File: config.mk
export PLATFORM = sky130hd
export DESIGN_NAME = vas_seq
export DESIGN_NICKNAME = d
export VERILOG_FILES = /design/src/rtl/vas_pkg.sv /design/src/rtl/vas_addr_step.sv /design/src/rtl/vas_bank_map.sv /design/src/rtl/vas_seq.sv
export SDC_FILE = /design/constraint.sdc
export NUM_CORES = 1
export LEC_CHECK = 0
export BUFFER_PORTS_ARGS = -buffer_cell sky130_fd_sc_hd__clkbuf_2
export CAP_MARGIN = 20
export CORE_ASPECT_RATIO = 1.1
export CORE_MARGIN = 3
export CORE_UTILIZATION = 52
export DETAILED_ROUTE_END_ITERATION = 6
export PLACE_DENSITY = 0.78
export REMOVE_ABC_BUFFERS = 1
export SYNTH_ARGS = -nofsm -noshare
export SYNTH_HDL_FRONTEND = slang
export SYNTH_SLANG_ARGS = --single-unit
File: constraint.sdc
create_clock -name clk -period 3 [get_ports clk]
set_input_delay 0.15 -clock clk [delete_from_list [all_inputs] [get_ports clk]]
set_output_delay 0.15 -clock clk [all_outputs]
set_load 0.05 [all_outputs]
File: src/rtl/vas_pkg.sv
package vas_pkg;

    typedef enum logic [1:0] {
        VAS_IDLE = 2'd0,
        VAS_PREP = 2'd1,
        VAS_RUN  = 2'd2
    } vas_state_e;

endpackage

File: src/rtl/vas_addr_step.sv
module vas_addr_step #(
    parameter int ADDR_W = 32
) (
    input  logic [ADDR_W-1:0] cur_addr,
    input  logic [ADDR_W-1:0] step,
    output logic [ADDR_W-1:0] nxt_addr
);
    // Two's complement add: a negative stride wraps downward without special case.
    always_comb begin
        nxt_addr = cur_addr + step;
    end
endmodule

File: src/rtl/vas_bank_map.sv
module vas_bank_map #(
    parameter int ADDR_W = 32,
    parameter int BANKS  = 64,
    localparam int BANK_W = $clog2(BANKS)
) (
    input  logic [ADDR_W-1:0] addr,
    output logic [BANK_W-1:0] bank
);
    // BANKS is a power of two, so the modulo is a plain bit slice.
    always_comb begin
        bank = addr[BANK_W-1:0];
    end
endmodule

File: src/rtl/vas_seq.sv
module vas_seq
    import vas_pkg::*;
#(
    parameter int ADDR_W = 32,
    parameter int CNT_W  = 16,
    parameter int LEN_W  = 8,
    parameter int BANKS  = 64,
    localparam int BANK_W = $clog2(BANKS)
) (
    input  logic              clk,
    input  logic              rst_n,
    input  logic              start_valid,
    output logic              start_ready,
    input  logic [ADDR_W-1:0] base_addr,
    input  logic [ADDR_W-1:0] stride,
    input  logic [CNT_W-1:0]  total_cnt,
    input  logic [LEN_W-1:0]  max_len,
    output logic              out_valid,
    input  logic              out_ready,
    output logic [ADDR_W-1:0] out_addr,
    output logic [BANK_W-1:0] out_bank,
    output logic [CNT_W-1:0]  out_elem,
    output logic [CNT_W-1:0]  out_strip,
    output logic              out_last,
    output logic              done
);

    typedef struct packed {
        vas_state_e        st;
        logic [ADDR_W-1:0] addr;
        logic [ADDR_W-1:0] step;
        logic [CNT_W-1:0]  total;
        logic [LEN_W-1:0]  len;
        logic [CNT_W-1:0]  rem;
        logic [CNT_W-1:0]  elem;
        logic [CNT_W-1:0]  strip;
        logic [LEN_W-1:0]  left;
        logic              done;
    } vas_regs_t;

    vas_regs_t r_d, r_q;

    logic [ADDR_W-1:0] addr_nxt;
    logic [CNT_W-1:0]  len_ext;
    logic              fire;
    logic              strip_end;
    logic              vec_end;

    vas_addr_step #(.ADDR_W(ADDR_W)) u_step (
        .cur_addr (r_q.addr),
        .step     (r_q.step),
        .nxt_addr (addr_nxt)
    );

    vas_bank_map #(.ADDR_W(ADDR_W), .BANKS(BANKS)) u_bank (
        .addr (r_q.addr),
        .bank (out_bank)
    );

    always_comb begin
        len_ext   = CNT_W'(r_q.len);
        fire      = (r_q.st == VAS_RUN) && out_ready;
        strip_end = (r_q.left == LEN_W'(1));
        vec_end   = (r_q.elem + CNT_W'(1)) == r_q.total;

        r_d      = r_q;
        r_d.done = 1'b0;

        case (r_q.st)
            VAS_IDLE: begin
                if (start_valid) begin
                    r_d.addr  = base_addr;
                    r_d.step  = stride;
                    r_d.total = total_cnt;
                    r_d.len   = max_len;
                    r_d.rem   = total_cnt;
                    r_d.elem  = '0;
                    r_d.strip = '0;
                    if (total_cnt == '0) begin
                        r_d.done = 1'b1;
                    end else begin
                        r_d.st = VAS_PREP;
                    end
                end
            end
            VAS_PREP: begin
                // Remainder by repeated subtraction: one compare and subtract per cycle.
                if (r_q.rem >= len_ext) begin
                    r_d.rem = r_q.rem - len_ext;
                end else begin
                    r_d.st   = VAS_RUN;
                    r_d.left = (r_q.rem == '0) ? r_q.len : r_q.rem[LEN_W-1:0];
                end
            end
            VAS_RUN: begin
                if (fire) begin
                    r_d.addr = addr_nxt;
                    r_d.elem = r_q.elem + CNT_W'(1);
                    if (strip_end) begin
                        if (vec_end) begin
                            r_d.st   = VAS_IDLE;
                            r_d.done = 1'b1;
                        end else begin
                            r_d.strip = r_q.strip + CNT_W'(1);
                            r_d.left  = r_q.len;
                        end
                    end else begin
                        r_d.left = r_q.left - LEN_W'(1);
                    end
                end
            end
            default: begin
                r_d.st = VAS_IDLE;
            end
        endcase
    end

    always_ff @(posedge clk) begin
        if (!rst_n) begin
            r_q       <= '0;
            r_q.st    <= VAS_IDLE;
        end else begin
            r_q <= r_d;
        end
    end

    always_comb begin
        start_ready = (r_q.st == VAS_IDLE);
        out_valid   = (r_q.st == VAS_RUN);
        out_addr    = r_q.addr;
        out_elem    = r_q.elem;
        out_strip   = r_q.strip;
        out_last    = (r_q.st == VAS_RUN) && (r_q.left == LEN_W'(1));
        done        = r_q.done;
    end

endmodule

==> results.md, run 1 <==
* Antenna violations before repair at 0
* Count of cells along the worst hold path at 3
* Most common cell after layout, fill and taps aside: sky130_fd_sc_hd__nand2_1
* Starting Density at 54.13%
* HPWL Detailed at 20.60 mm
* Cell with the biggest individual delay on the critical path: sky130_fd_sc_hd__or4b_4
* Clock latency on the worst-skew pair at 430 ps
* Hold path endpoint: r_q[72]
* FF+latch area at 0.002947 mm2
* Floorplan die width at 136.7 um
* Fill cell instance count of the final layout at 1,550
* Core ar. at 0.01806 mm2
* Violations in the final reports: DRC
* Share of the yosys chip area belonging to registers at 30.10%
* Total via count after detailed routing at 10,133
* Power per Cell Area at 655.8 mW/mm2
* Die ar. at 0.02048 mm2
* Total of warnings raised by yosys at 0
* Reg2reg setup slack at 130 ps
* CP Class: reg -> reg
* Relative area change from synthesis to final layout at 20.81%
* First-pass GRT wire length at 47.25 mm
* GRT Overall Usage at 28.42%
* Die extent in y at 149.8 um
* Register clock-pin slew on the reported worst setup and hold paths at 60 ps
* Count of buffers inserted at the top-level ports at 165
* Number of cells produced by synthesis at 1,307
* Slew Viols, Final at 0
* Final worst path period share at 95.72%
* Proportion of layout cells with a drive suffix above 1 at 19.97%
* Maximum achievable frequency at 348.3 MHz
* Capture instance of the worst register-to-register path: out_strip[1]
* Post-route cell area at 0.01181 mm2
* Relative slew margins at 52.81%
* Count of flip-flops with a built-in enable after synthesis at 0
* Crit-path max cell delay at 570 ps
* Maximum number of pins on one net before global-route repair at 96
* Post-route antenna net violation count at 0
* Boundary pin count at 166
* R2R depth at 10
* Placed standard-cell area at 0.01055 mm2
* Number of clock buffers inserted by TritonCTS at 17
* Number of storage elements in the synthesis netlist at 147
* Unique masters post-synth at 69
* Netlist area before placement at 0.009776 mm2
* Worst-margin pin slew at 707.9 ps
* Min-Delay Path Class: in -> reg
* Drt via density at 5.943
* Post-layout nets at 1,594
* CP Data Arrival Time at 3190 ps
* Avg Inst Size Synth at 7.479 um2
* Violation count after the first detailed-route iteration at 839
* Kind of capture point of the worst setup path: register
* Residual overflow from global routing at 0
* Number of antenna repair diodes at 0
* Worst setup SP type: register
* Worst supply voltage drop on vdd at 0.4104 mV
* Worst Path Max Fanout at 7
* Min cycle time layout at 2871 ps
* Multi-input combinational cell area at 0.005983 mm2
* Count of standard-cell rows at 51
* Startpoint of the lowest-slack register-to-register path: out_elem[1]
* Outcome: finished, violations left
* Number of global-route vias before repair at 9,729
* CP Data Required Time at 3320 ps
* Layout Skew at 9.921 ps
* Most frequent cells in the layout: sky130_fd_sc_hd__nand2_1, sky130_fd_sc_hd__clkbuf_2, sky130_fd_sc_hd__dfxtp_1, sky130_fd_sc_hd__a21oi_1, sky130_fd_sc_hd__nor2_1
* Maximum root-to-sink buffer count at 2
* Root buffer selected by CTS: sky130_fd_sc_hd__clkbuf_16
* Worst Setup Slack, final at 128.5 ps
* CTS HTree Levels at 4
* Clock tree from TritonCTS: done
* Routed wire length at 29.23 mm
* Launch instance of the worst min-delay path: total_cnt[7]
* Commonest register cell after synthesis: sky130_fd_sc_hd__dfxtp_1
* First element of the critical path: out_elem[1]
* Max Cap Viol at 0
* Worst path cell trace: ha_1 > nand3_2 > o41ai_2 > mux2i_1 > nand2b_1 > or4b_4 > o41ai_4 > buf_4 > nor2_1 > a31o_2
* Mean routed wirelength per cell at 17.15 um
* RePlAce Congestion at 0.9494
* Clk sink count at 147
* Share of synthesized flip-flops with an asynchronous set or reset at 0%
* Final count of hold timing violations at 0
* DRC violations left at 3
* Post-placement setup slack at 2.945 ps
* Cell leakage power at 5.115 nW
* Final number of setup-violating endpoints at 0
* Pre-antenna DRT Iters at 7
[critical path, delay by kind of cell, from the launching register on]
family	cells	cell delay, ps
AND/OR/NAND/NOR	4	950
AO/OA/AOI/OAI	3	930
flip-flops	1	340
buffers and inverters	1	220
adder cells (fa/ha/maj)	1	190
multiplexers	1	140
[per-layer routing]
metal / up-vias / GRT usage, % / wire, um
met4: 0 / 11.29 / 816
met1: 4735 / 36.03 / 12380
met5: - / 0 / 0
met2: 410 / 47.68 / 14050
li1: 4920 / - / -
met3: 68 / 5.145 / 1984
[cell type report]
cell class | instances | share of cell area (%)
Sequential cell | 147 | 24.95
Clock inverter | 12 | 1.727
Clock buffer | 20 | 3.782
Tap cell | 238 | 2.521
Multi-Input combinational cell | 984 | 50.66
Timing Repair Buffer | 274 | 15.39
Inverter | 30 | 0.9641
[report_power, final]
part | switching [mW] | internal, mW
registers | 0.208 | 2.18
logic | 1.92 | 1.08
clock network | 0.860 | 1.50
total | 2.98 | 4.76
[per-stage QoR]
| stage | utilization [%] | cells | TNS [ps] | hold slack, ps | total power [mW] |
|---|---|---|---|---|---|
| finish | 65.40 | 1705 | 0 | 18.09 | 7.745 |
| global route | 65.40 | 1705 | -75.67 | 12.85 | 8.161 |
| CTS | 64.84 | 1701 | 0 | 8.526 | 7.699 |
| floorplan | - | 1161 | -25660 | 285.7 | 4.435 |
| global placement | 58.35 | 1618 | 0 | 373.0 | 5.221 |
| detailed placement | 58.43 | 1619 | 0 | 377.1 | 5.284 |
[synthesized netlist by cell type, types with 5 or more instances]
| master | instances | area share (%) |
|---|---|---|
| sky130_fd_sc_hd__nand2_1 | 194 | 7.4 |
| sky130_fd_sc_hd__o21ai_1 | 11 | 0.56 |
| sky130_fd_sc_hd__and2_1 | 9 | 0.58 |
| sky130_fd_sc_hd__nand2b_1 | 18 | 1.2 |
| sky130_fd_sc_hd__o31ai_1 | 13 | 1.0 |
| sky130_fd_sc_hd__nor2_1 | 122 | 4.7 |
| sky130_fd_sc_hd__clkbuf_1 | 68 | 2.6 |
| sky130_fd_sc_hd__nand4_1 | 10 | 0.64 |
| sky130_fd_sc_hd__a22oi_1 | 11 | 0.84 |
| sky130_fd_sc_hd__xor2_1 | 23 | 2.1 |
| sky130_fd_sc_hd__nor3_1 | 30 | 1.5 |
| sky130_fd_sc_hd__nand3_1 | 33 | 1.7 |
| sky130_fd_sc_hd__mux2i_1 | 16 | 1.6 |
| sky130_fd_sc_hd__nor2b_1 | 9 | 0.58 |
| sky130_fd_sc_hd__or3_1 | 11 | 0.70 |
| sky130_fd_sc_hd__a21oi_1 | 132 | 6.8 |
| sky130_fd_sc_hd__o41ai_1 | 8 | 0.72 |
| sky130_fd_sc_hd__xnor2_1 | 20 | 1.8 |
| sky130_fd_sc_hd__a211oi_1 | 18 | 1.4 |
| sky130_fd_sc_hd__o21ai_0 | 68 | 3.5 |
| sky130_fd_sc_hd__nand3b_1 | 5 | 0.38 |
| sky130_fd_sc_hd__and4_1 | 5 | 0.45 |
| sky130_fd_sc_hd__nor4_1 | 10 | 0.64 |
| sky130_fd_sc_hd__o22ai_1 | 13 | 0.83 |
| sky130_fd_sc_hd__o21a_1 | 12 | 0.92 |
| sky130_fd_sc_hd__buf_4 | 71 | 5.5 |
| sky130_fd_sc_hd__inv_1 | 30 | 1.2 |
| sky130_fd_sc_hd__a221oi_1 | 20 | 1.8 |
| sky130_fd_sc_hd__and3_1 | 10 | 0.64 |
| sky130_fd_sc_hd__o211ai_1 | 14 | 1.1 |
| sky130_fd_sc_hd__a21o_1 | 15 | 1.2 |
| sky130_fd_sc_hd__dfxtp_1 | 147 | 30 |
| sky130_fd_sc_hd__ha_1 | 46 | 5.9 |
| sky130_fd_sc_hd__a31oi_1 | 17 | 1.1 |
[registers in the layout (all words and copies together), names as in the netlist]
name       flops
done           1
out_strip     16
len_ext        8
r_q           74
out_addr      32
out_elem      16
[cells by family (layout without fill, tap and decap cells)]
kind of cell / Yosys count / count (layout) / share of synthesized area, %
compound gates: 397 / 397 / 25.85
fa+ha+maj: 48 / 48 / 6.297
xor+xnor: 43 / 43 / 3.853
simple gates: 478 / 478 / 22.48
buf+inv: 176 / 336 / 9.548
flops: 147 / 147 / 30.10
mux: 18 / 18 / 1.869
[what timing repair did]
action	CTS	global route
pin swaps	0	6
endpoints found under the setup margin	3	43
hold endpoints to repair	50	0
gates resized for setup	2	18
hold buffers	50	0
setup buffers	0	4
[worst max path at each step]
stage / slack, ps / cells after the start / endpoint
2_1_floorplan: -800 / 7 / r_q[4]
3_3_place_gp: 140 / 9 / out_strip[6]
3_5_place_dp: 3 / 9 / out_strip[10]
4_1_cts: 50 / 11 / r_q[3]
5_1_grt: -60 / 10 / r_q[4]
6_report: 130 / 10 / out_strip[1]
(Power assumes the default switching activity.)
==> inputs of run 2 (changes only) <==
Settings changed: CAP_MARGIN 20 to 5, SYNTH_HIERARCHICAL set to 1.
==> run 2 against run 1 <==
  * The flow now finishes without violations
  * Fmax is 1.9% higher
  * Non-clock buffer count is 22 lower
  * Combinational power is 3% higher
  * Clock skew is 6.6 ps higher
  * Register-to-register slack better by 50 ps
  * Area after synthesis is 0.79% higher
  * Via count is 2.3% lower
  * Utilization is 2.9 points lower
  * Hold slack worse by 3.7 ps
  * Clock power is 14% lower
  * First-iteration DRC count is 3.1% lower
==> results.md, run 2 <==
* CP Class: reg -> reg
* Residual overflow from global routing at 0 (unchanged)
* Clock latency on the worst-skew pair at 440 ps (about the same)
* First-pass GRT wire length at 46.33 mm (-2.0%)
* Post-route cell area at 0.01154 mm2 (-2.3%)
* Share of synthesized flip-flops with an asynchronous set or reset at 0% (unchanged)
* Number of clock buffers inserted by TritonCTS at 17 (unchanged)
* Count of flip-flops with a built-in enable after synthesis at 0 (unchanged)
* Min cycle time layout at 2817 ps (-54.86 ps)
* Relative slew margins at 44.79% (-8.0 points)
* Crit-path max cell delay at 420 ps (-150 ps)
* Commonest register cell after synthesis: sky130_fd_sc_hd__dfxtp_1
* Pre-antenna DRT Iters at 5 (-2)
* Antenna violations before repair at 1 (+1)
* Dominant cell by count in the synthesized netlist: sky130_fd_sc_hd__nand2_1
* Logic gate share of total power at 41.1% (+2.4 points)
* Slew Viols, Final at 0 (unchanged)
* Combinational family with the most area after synthesis: compound AO/OA/AOI/OAI gates
* Final count of hold timing violations at 0 (unchanged)
* Worst Path Max Fanout at 4 (-3)
* Count of buffers inserted at the top-level ports at 165 (unchanged)
* Min-Delay Path Class: in -> reg
* Compound-cell area share of the yosys netlist at 24.56% (-1.3 points)
* Adder-cell area share of the yosys netlist at 6.248% (-0.050 points)
* Dominant cells by area after synthesis: sky130_fd_sc_hd__dfxtp_1, sky130_fd_sc_hd__a21oi_1, sky130_fd_sc_hd__nand2_1
* Floorplan die width at 137.2 um (+0.38%)
* Cell with the biggest individual delay on the critical path: sky130_fd_sc_hd__fa_1
* Maximum number of pins on one net before global-route repair at 117 (+22%)
* Starting Density at 53.32% (-0.81 points)
* Switching share of power at 40.83% (+2.3 points)
* Violation count after the first detailed-route iteration at 813 (-3.1%)
* Worst path cell trace: ha_1 > fa_1 > a21o_1 > a31o_2 > a21o_1 > a21oi_1 > o21bai_1 > a21oi_1 > xnor2_1 > a221oi_1 > nor3_1
* Core ar. at 0.01848 mm2 (+2.3%)
* Power per Cell Area at 649.8 mW/mm2 (-0.92%)
* Number of global-route vias before repair at 9,487 (-2.5%)
* Final number of setup-violating endpoints at 0 (unchanged)
* Worst path top cell family by delay: compound AO/OA/AOI/OAI gates
* Routed wire length at 28.64 mm (-2.0%)
* Register with the most flip-flops: r_q
* Number of placed instances with taps included at 1,586 (-2.0%)
* Boundary pin count at 166 (unchanged)
* Worst Setup Slack, final at 183.4 ps (+54.86 ps)
* Netlist area before placement at 0.009853 mm2 (+0.79%)
* Ranking of synthesized cells by instance count: sky130_fd_sc_hd__nand2_1, sky130_fd_sc_hd__dfxtp_1, sky130_fd_sc_hd__a21oi_1
* Worst setup SP type: register
* Maximum achievable frequency at 355.0 MHz (+1.9%)
* Register clock-pin slew on the reported worst setup and hold paths at 60 ps (about the same)
* Placed standard-cell area at 0.01044 mm2 (-1.0%)
* Total via count after detailed routing at 9,896 (-2.3%)
* Number of standard cells in the layout, taps in and fillers out at 1,666 (-2.3%)
* CP Data Arrival Time at 3120 ps (-70 ps)
* Critical path buffer and inverter count at 0 (-1)
* Number of storage elements in the synthesis netlist at 147 (unchanged)
* Proportion of layout cells with a drive suffix above 1 at 20.18% (+0.21 points)
* Avg Inst Size Synth at 7.650 um2 (+2.3%)
* Root buffer selected by CTS: sky130_fd_sc_hd__clkbuf_16
* Minimum hold slack at 14.43 ps (-3.661 ps)
* GRT Overall Usage at 27.92% (-0.50 points)
* DRC violations left at 0 (-3)
* Kind of capture point of the worst setup path: register
* Worst-margin pin slew at 828.2 ps (+120.3 ps)
* CP Data Required Time at 3300 ps (-20 ps)
* RePlAce Congestion at 0.9763 (+2.8%)
* Layout Skew at 16.47 ps (+6.553 ps)
* Top cell type's share of synthesized area at 29.87% (-0.24 points)
* Multiplexer area fraction after synthesis at 0.5079% (-1.4 points)
* Final worst path period share at 93.89% (-1.8 points)
* Clock tree from TritonCTS: done
* Largest register FFs at 74 (unchanged)
* Internal Power at 4.437 mW (-6.8%)
* Die ar. at 0.02064 mm2 (+0.76%)
* Clk sink count at 147 (unchanged)
* Post-layout nets at 1,550 (-2.8%)
* Net switching power at 3.062 mW (+2.7%)
* Post-placement setup slack at 81.46 ps (+78.51 ps)
* CTS HTree Levels at 4 (unchanged)
* Clock Power Share at 26.9% (-3.6 points)
* Drt via density at 5.940 (about the same)
* Post-route antenna net violation count at 0 (unchanged)
* Xor and xnor area share after synthesis at 5.384% (+1.5 points)
* Part of the total power dissipated in sequential elements at 32.1% (+1.3 points)
* Mean routed wirelength per cell at 17.19 um (+0.26%)
* Cell leakage power at 5.054 nW (-1.2%)
* Most frequent cells in the layout: sky130_fd_sc_hd__nand2_1, sky130_fd_sc_hd__clkbuf_2, sky130_fd_sc_hd__dfxtp_1, sky130_fd_sc_hd__a21oi_1, sky130_fd_sc_hd__nor2_1
* Total of warnings raised by yosys at 6 (+6)
* Number of cells produced by synthesis at 1,288 (-1.5%)
* Relative area change from synthesis to final layout at 17.14%
* Worst supply voltage drop on vdd at 0.4793 mV (+17%)
* Max Cap Viol at 0 (unchanged)
* HPWL Detailed at 20.01 mm (-2.9%)
* Die extent in y at 150.4 um (+0.38%)
* Yosys top cell by area: sky130_fd_sc_hd__dfxtp_1
* Share of the yosys chip area belonging to registers at 29.87% (-0.24 points)
* Outcome: completed
* Maximum root-to-sink buffer count at 2 (unchanged)
* Post-Synth Simple-Gate Area at 23.30% (+0.83 points)
* Count of standard-cell rows at 52 (+2.0%)
* Most common cell after layout, fill and taps aside: sky130_fd_sc_hd__nand2_1
* Unique masters post-synth at 85 (+23%)
==> run 2: changes by cell type after synthesis, moves of 11 or more <==
cell,change
sky130_fd_sc_hd__nor3_1,+23
sky130_fd_sc_hd__clkbuf_1,-16
sky130_fd_sc_hd__o21ai_0,-16
sky130_fd_sc_hd__xnor2_1,+16
sky130_fd_sc_hd__a221oi_1,+15
sky130_fd_sc_hd__nor2_1,-15
sky130_fd_sc_hd__mux2i_1,-11
sky130_fd_sc_hd__nand2_1,-11
==> run 2: worst register-to-register path, delay by kind of cell (launching register included) <==
family,cells,cell delay (ps)
flip-flops,1,330
AND/OR/NAND/NOR,1,70
XOR/XNOR,1,90
adder cells (fa/ha/maj),2,670
AO/OA/AOI/OAI,7,1520
==> run 2: area by class of cell <==
cell class / count / area, um2
fillers: 1654 / 6935
multi-input cells: 959 / 6001
flip-flops and latches: 147 / 2944
repair buffers: 252 / 1622
clock buffers: 19 / 432.9
well taps: 243 / 304.0
inverters: 33 / 125.1
clock inverters: 12 / 111.4
diodes: 1 / 2.502
==> run 2: per-layer routing <==
metal / vias to the layer above / wire length (um) / track usage, %
met2: 462 / 13240 / 45.76
met3: 90 / 2299 / 6.618
met1: 4558 / 12060 / 35.32
li1: 4786 / - / -
met4: 0 / 1036 / 11.23
met5: - / 0 / 0
==> run 2: worst paths after layout <==
kind	start	depth (start not counted)	to	slack, ps
worst max-delay path	out_addr[0]	11	out_addr[10]	180
worst min-delay path	base_addr[11]	3	out_addr[11]	10
worst max register to register	out_addr[0]	11	out_addr[10]	180
worst min register to register	r_q[98]	2	r_q[98]	460
==> run 2: power by group through the flow <==
stage	registers, mW	clock network (mW)	logic (mW)
global placement	2.43	0	2.92
global route	2.44	2.14	3.37
CTS	2.40	2.05	3.03
finish	2.40	2.02	3.08
floorplan	2.76	0	1.81
detailed placement	2.44	0	2.96
==> run 2: through the flow <==
step           total power, mW  TNS, ps  utilization (%)
2_1_floorplan            4.574   -51660                -
3_3_place_gp             5.347        0            56.52
3_5_place_dp             5.401        0            56.52
4_1_cts                  7.471        0            62.01
5_1_grt                  7.948  -0.4734            62.47
6_report                 7.500        0            62.47
==> run 2: cell families (layout without fill, tap and decap cells) <==
logic type	Yosys count	count (layout)
and+or+nand+nor	484	484
AOI/OAI and AO/OA	363	363
buffers and inverters	182	316
DFF	147	147
xor gates and xnor gates	59	59
adders and majority gates	48	48
muxes	5	5
other	0	1
==> run 2: what timing repair did <==
action	in CTS	in global routing
buffers inserted	0	1
endpoints found under the hold margin	47	0
endpoints found under the setup margin	0	29
hold buffers	47	0
gates resized for setup	0	15
==> inputs of run 3 (changes only) <==
Settings changed: HOLD_SLACK_MARGIN set to 0.15, SLEW_MARGIN set to 20.
==> run 3 against run 2 <==
  * Die area unchanged
  * Combinational power increased by 2%
  * Final area increased by 3.6%
  * Via count increased by 2.3%
  * Sequential share of layout area decreased by 0.90 points
  * Power increased by 0.75%
  * Critical endpoint is now out_addr[31]
  * Largest cell class unchanged
==> results.md, run 3 (synthesis gave the netlist of run 2 again) <==
* Min-Delay Path Class: in -> reg
* First-pass GRT wire length at 47.66 mm (+2.9%)
* Multi-input combinational cell area at 0.006001 mm2 (unchanged)
* Worst path cell trace: ha_1 > and3_1 > o211ai_1 > o21bai_4 > a22oi_4 > a311oi_4 > o311a_1 > or3_1 > a221oi_1 > nor3_1
* Clock tree from TritonCTS: done
* Cell leakage power at 5.229 nW (+3.5%)
* Total via count after detailed routing at 10,119 (+2.3%)
* Starting Density at 53.32% (unchanged)
* Worst-margin pin slew at 837.2 ps (+8.992 ps)
* Number of placed instances with taps included at 1,586 (unchanged)
* CTS HTree Levels at 4 (unchanged)
* Cell with the biggest individual delay on the critical path: sky130_fd_sc_hd__ha_1
* DRC violations left at 0 (unchanged)
* Crit-path max cell delay at 370 ps (-50 ps)
* Relative slew margins at 44.19% (-0.60 points)
* Count of buffers inserted at the top-level ports at 165 (unchanged)
* Post-layout nets at 1,592 (+2.7%)
* Clk sink count at 147 (unchanged)
* Final count of hold timing violations at 0 (unchanged)
* Drt via density at 5.924 (-0.26%)
* Maximum number of pins on one net before global-route repair at 117 (unchanged)
* Number of clock buffers inserted by TritonCTS at 17 (unchanged)
* CP Class: reg -> reg
* Register with the most flip-flops: r_q
* Die extent in y at 150.4 um (unchanged)
* Floorplan die width at 137.2 um (unchanged)
* Worst setup SP type: register
* Number of standard cells in the layout, taps in and fillers out at 1,708 (+2.5%)
* Slew Viols, Final at 0 (unchanged)
* GRT Overall Usage at 28.78% (+0.86 points)
* Worst path top cell family by delay: compound AO/OA/AOI/OAI gates
* Proportion of layout cells with a drive suffix above 1 at 19.60% (-0.58 points)
* CP Data Arrival Time at 3140 ps (+20 ps)
* Register clock-pin slew on the reported worst setup and hold paths at 60 ps (about the same)
* Fill cell instance count of the final layout at 1,578 (-4.6%)
* Final Total Pwr at 7.556 mW (+0.75%)
* Core ar. at 0.01848 mm2 (unchanged)
* Maximum achievable frequency at 352.0 MHz (-0.86%)
* Relative area change from synthesis to final layout at 21.41%
* Residual overflow from global routing at 0 (unchanged)
* Violation count after the first detailed-route iteration at 870 (+7.0%)
* Routed wire length at 29.71 mm (+3.7%)
* Antenna violations before repair at 1 (unchanged)
* Boundary pin count at 166 (unchanged)
* CP Data Required Time at 3300 ps (about the same)
* Count of standard-cell rows at 52 (unchanged)
* Most common cell after layout, fill and taps aside: sky130_fd_sc_hd__nand2_1
* Kind of capture point of the worst setup path: register
* FF+latch area at 0.002944 mm2 (unchanged)
* Number of global-route vias before repair at 9,790 (+3.2%)
* Maximum root-to-sink buffer count at 2 (unchanged)
* Clock latency on the worst-skew pair at 440 ps (about the same)
* Die ar. at 0.02064 mm2 (unchanged)
* Most frequent cells in the layout: sky130_fd_sc_hd__nand2_1, sky130_fd_sc_hd__clkbuf_2, sky130_fd_sc_hd__dfxtp_1, sky130_fd_sc_hd__a21oi_1, sky130_fd_sc_hd__nor2_1
* Max Cap Viol at 0 (unchanged)
* Outcome: completed
* Mean routed wirelength per cell at 17.39 um (+1.2%)
* RePlAce Congestion at 0.9763 (unchanged)
* Critical path buffer and inverter count at 0 (unchanged)
* Power per Cell Area at 631.7 mW/mm2 (-2.8%)
* Final worst path period share at 94.70% (+0.81 points)
* Post-route antenna net violation count at 0 (unchanged)
* Pre-antenna DRT Iters at 6 (+1)
* Largest register FFs at 74 (unchanged)
* Layout Skew at 12.92 ps (-3.555 ps)
* Worst Path Max Fanout at 5 (+1)
* Worst supply voltage drop on vdd at 0.4832 mV (+0.80%)
* Root buffer selected by CTS: sky130_fd_sc_hd__clkbuf_16
* Min cycle time layout at 2841 ps (+24.37 ps)
* Final number of setup-violating endpoints at 0 (unchanged)
* Post-layout utilization of the core at 64.74% (+2.3 points)
* Minimum hold slack at 306.9 ps (+292.5 ps)
* HPWL Detailed at 20.01 mm (unchanged)
[run 3: changes by cell type in the layout (fill, tap and decap cells not counted)]
cell                            change
sky130_fd_sc_hd__dlygate4sd3_1     +42
[run 3: area by class of cell]
type | instances | area share (%)
Antenna cell | 1 | 0.02092
Sequential cell | 147 | 24.61
Tap cell | 243 | 2.542
Multi-Input combinational cell | 959 | 50.16
Inverter | 33 | 1.046
Timing Repair Buffer | 294 | 17.07
Clock inverter | 12 | 0.9309
Clock buffer | 19 | 3.619
[run 3: per-stage QoR]
step | setup TNS, ps | worst slack (ps) | cell area (um2)
3_5_place_dp | 0 | 81.46 | 10440
3_3_place_gp | 0 | 182.7 | 10440
6_report | 0 | 159.0 | 11960
2_1_floorplan | -51660 | -1610 | 8979
5_1_grt | -8.197 | -7.806 | 11960
4_1_cts | 0 | 69.24 | 11880
[run 3: worst paths after layout]
kind,slack [ps],to,start,cells after the start
setup / recovery,160,out_addr[31],out_addr[8],10
hold / removal,310,r_q[4],out_ready,4
setup reg to reg,160,out_addr[31],out_addr[8],10
hold reg to reg,460,r_q[98],r_q[98],2
[run 3: layer usage]
metal  wire [um]  share of wire, %  vias to the layer above  track usage (%)
met2       13990                47                      495            48.09
met3        2551               8.6                       97            7.152
met1       12090                41                     4647            35.29
met4        1077               3.6                        0            11.88
met5           0                 0                        -                0
li1            -                 -                     4880                -
[run 3: tightest hold or removal path, cell delays in order]
cell,delay (ps)
sky130_fd_sc_hd__clkbuf_2,170
sky130_fd_sc_hd__inv_1,180
sky130_fd_sc_hd__or4_1,140
sky130_fd_sc_hd__a21oi_1,50
[run 3: repair_timing]
action | CTS | global route
setup buffers | 0 | 1
hold buffers | 89 | 0
endpoints found under the setup margin | 0 | 29
hold endpoints to repair | 98 | 0
resized for setup | 0 | 15
[run 3: where the power goes]
part / switching [mW] / internal (mW) / total (mW)
Sequential: 0.221 / 2.19 / 2.41
Combinational: 1.98 / 1.15 / 3.13
Clock: 0.879 / 1.14 / 2.02
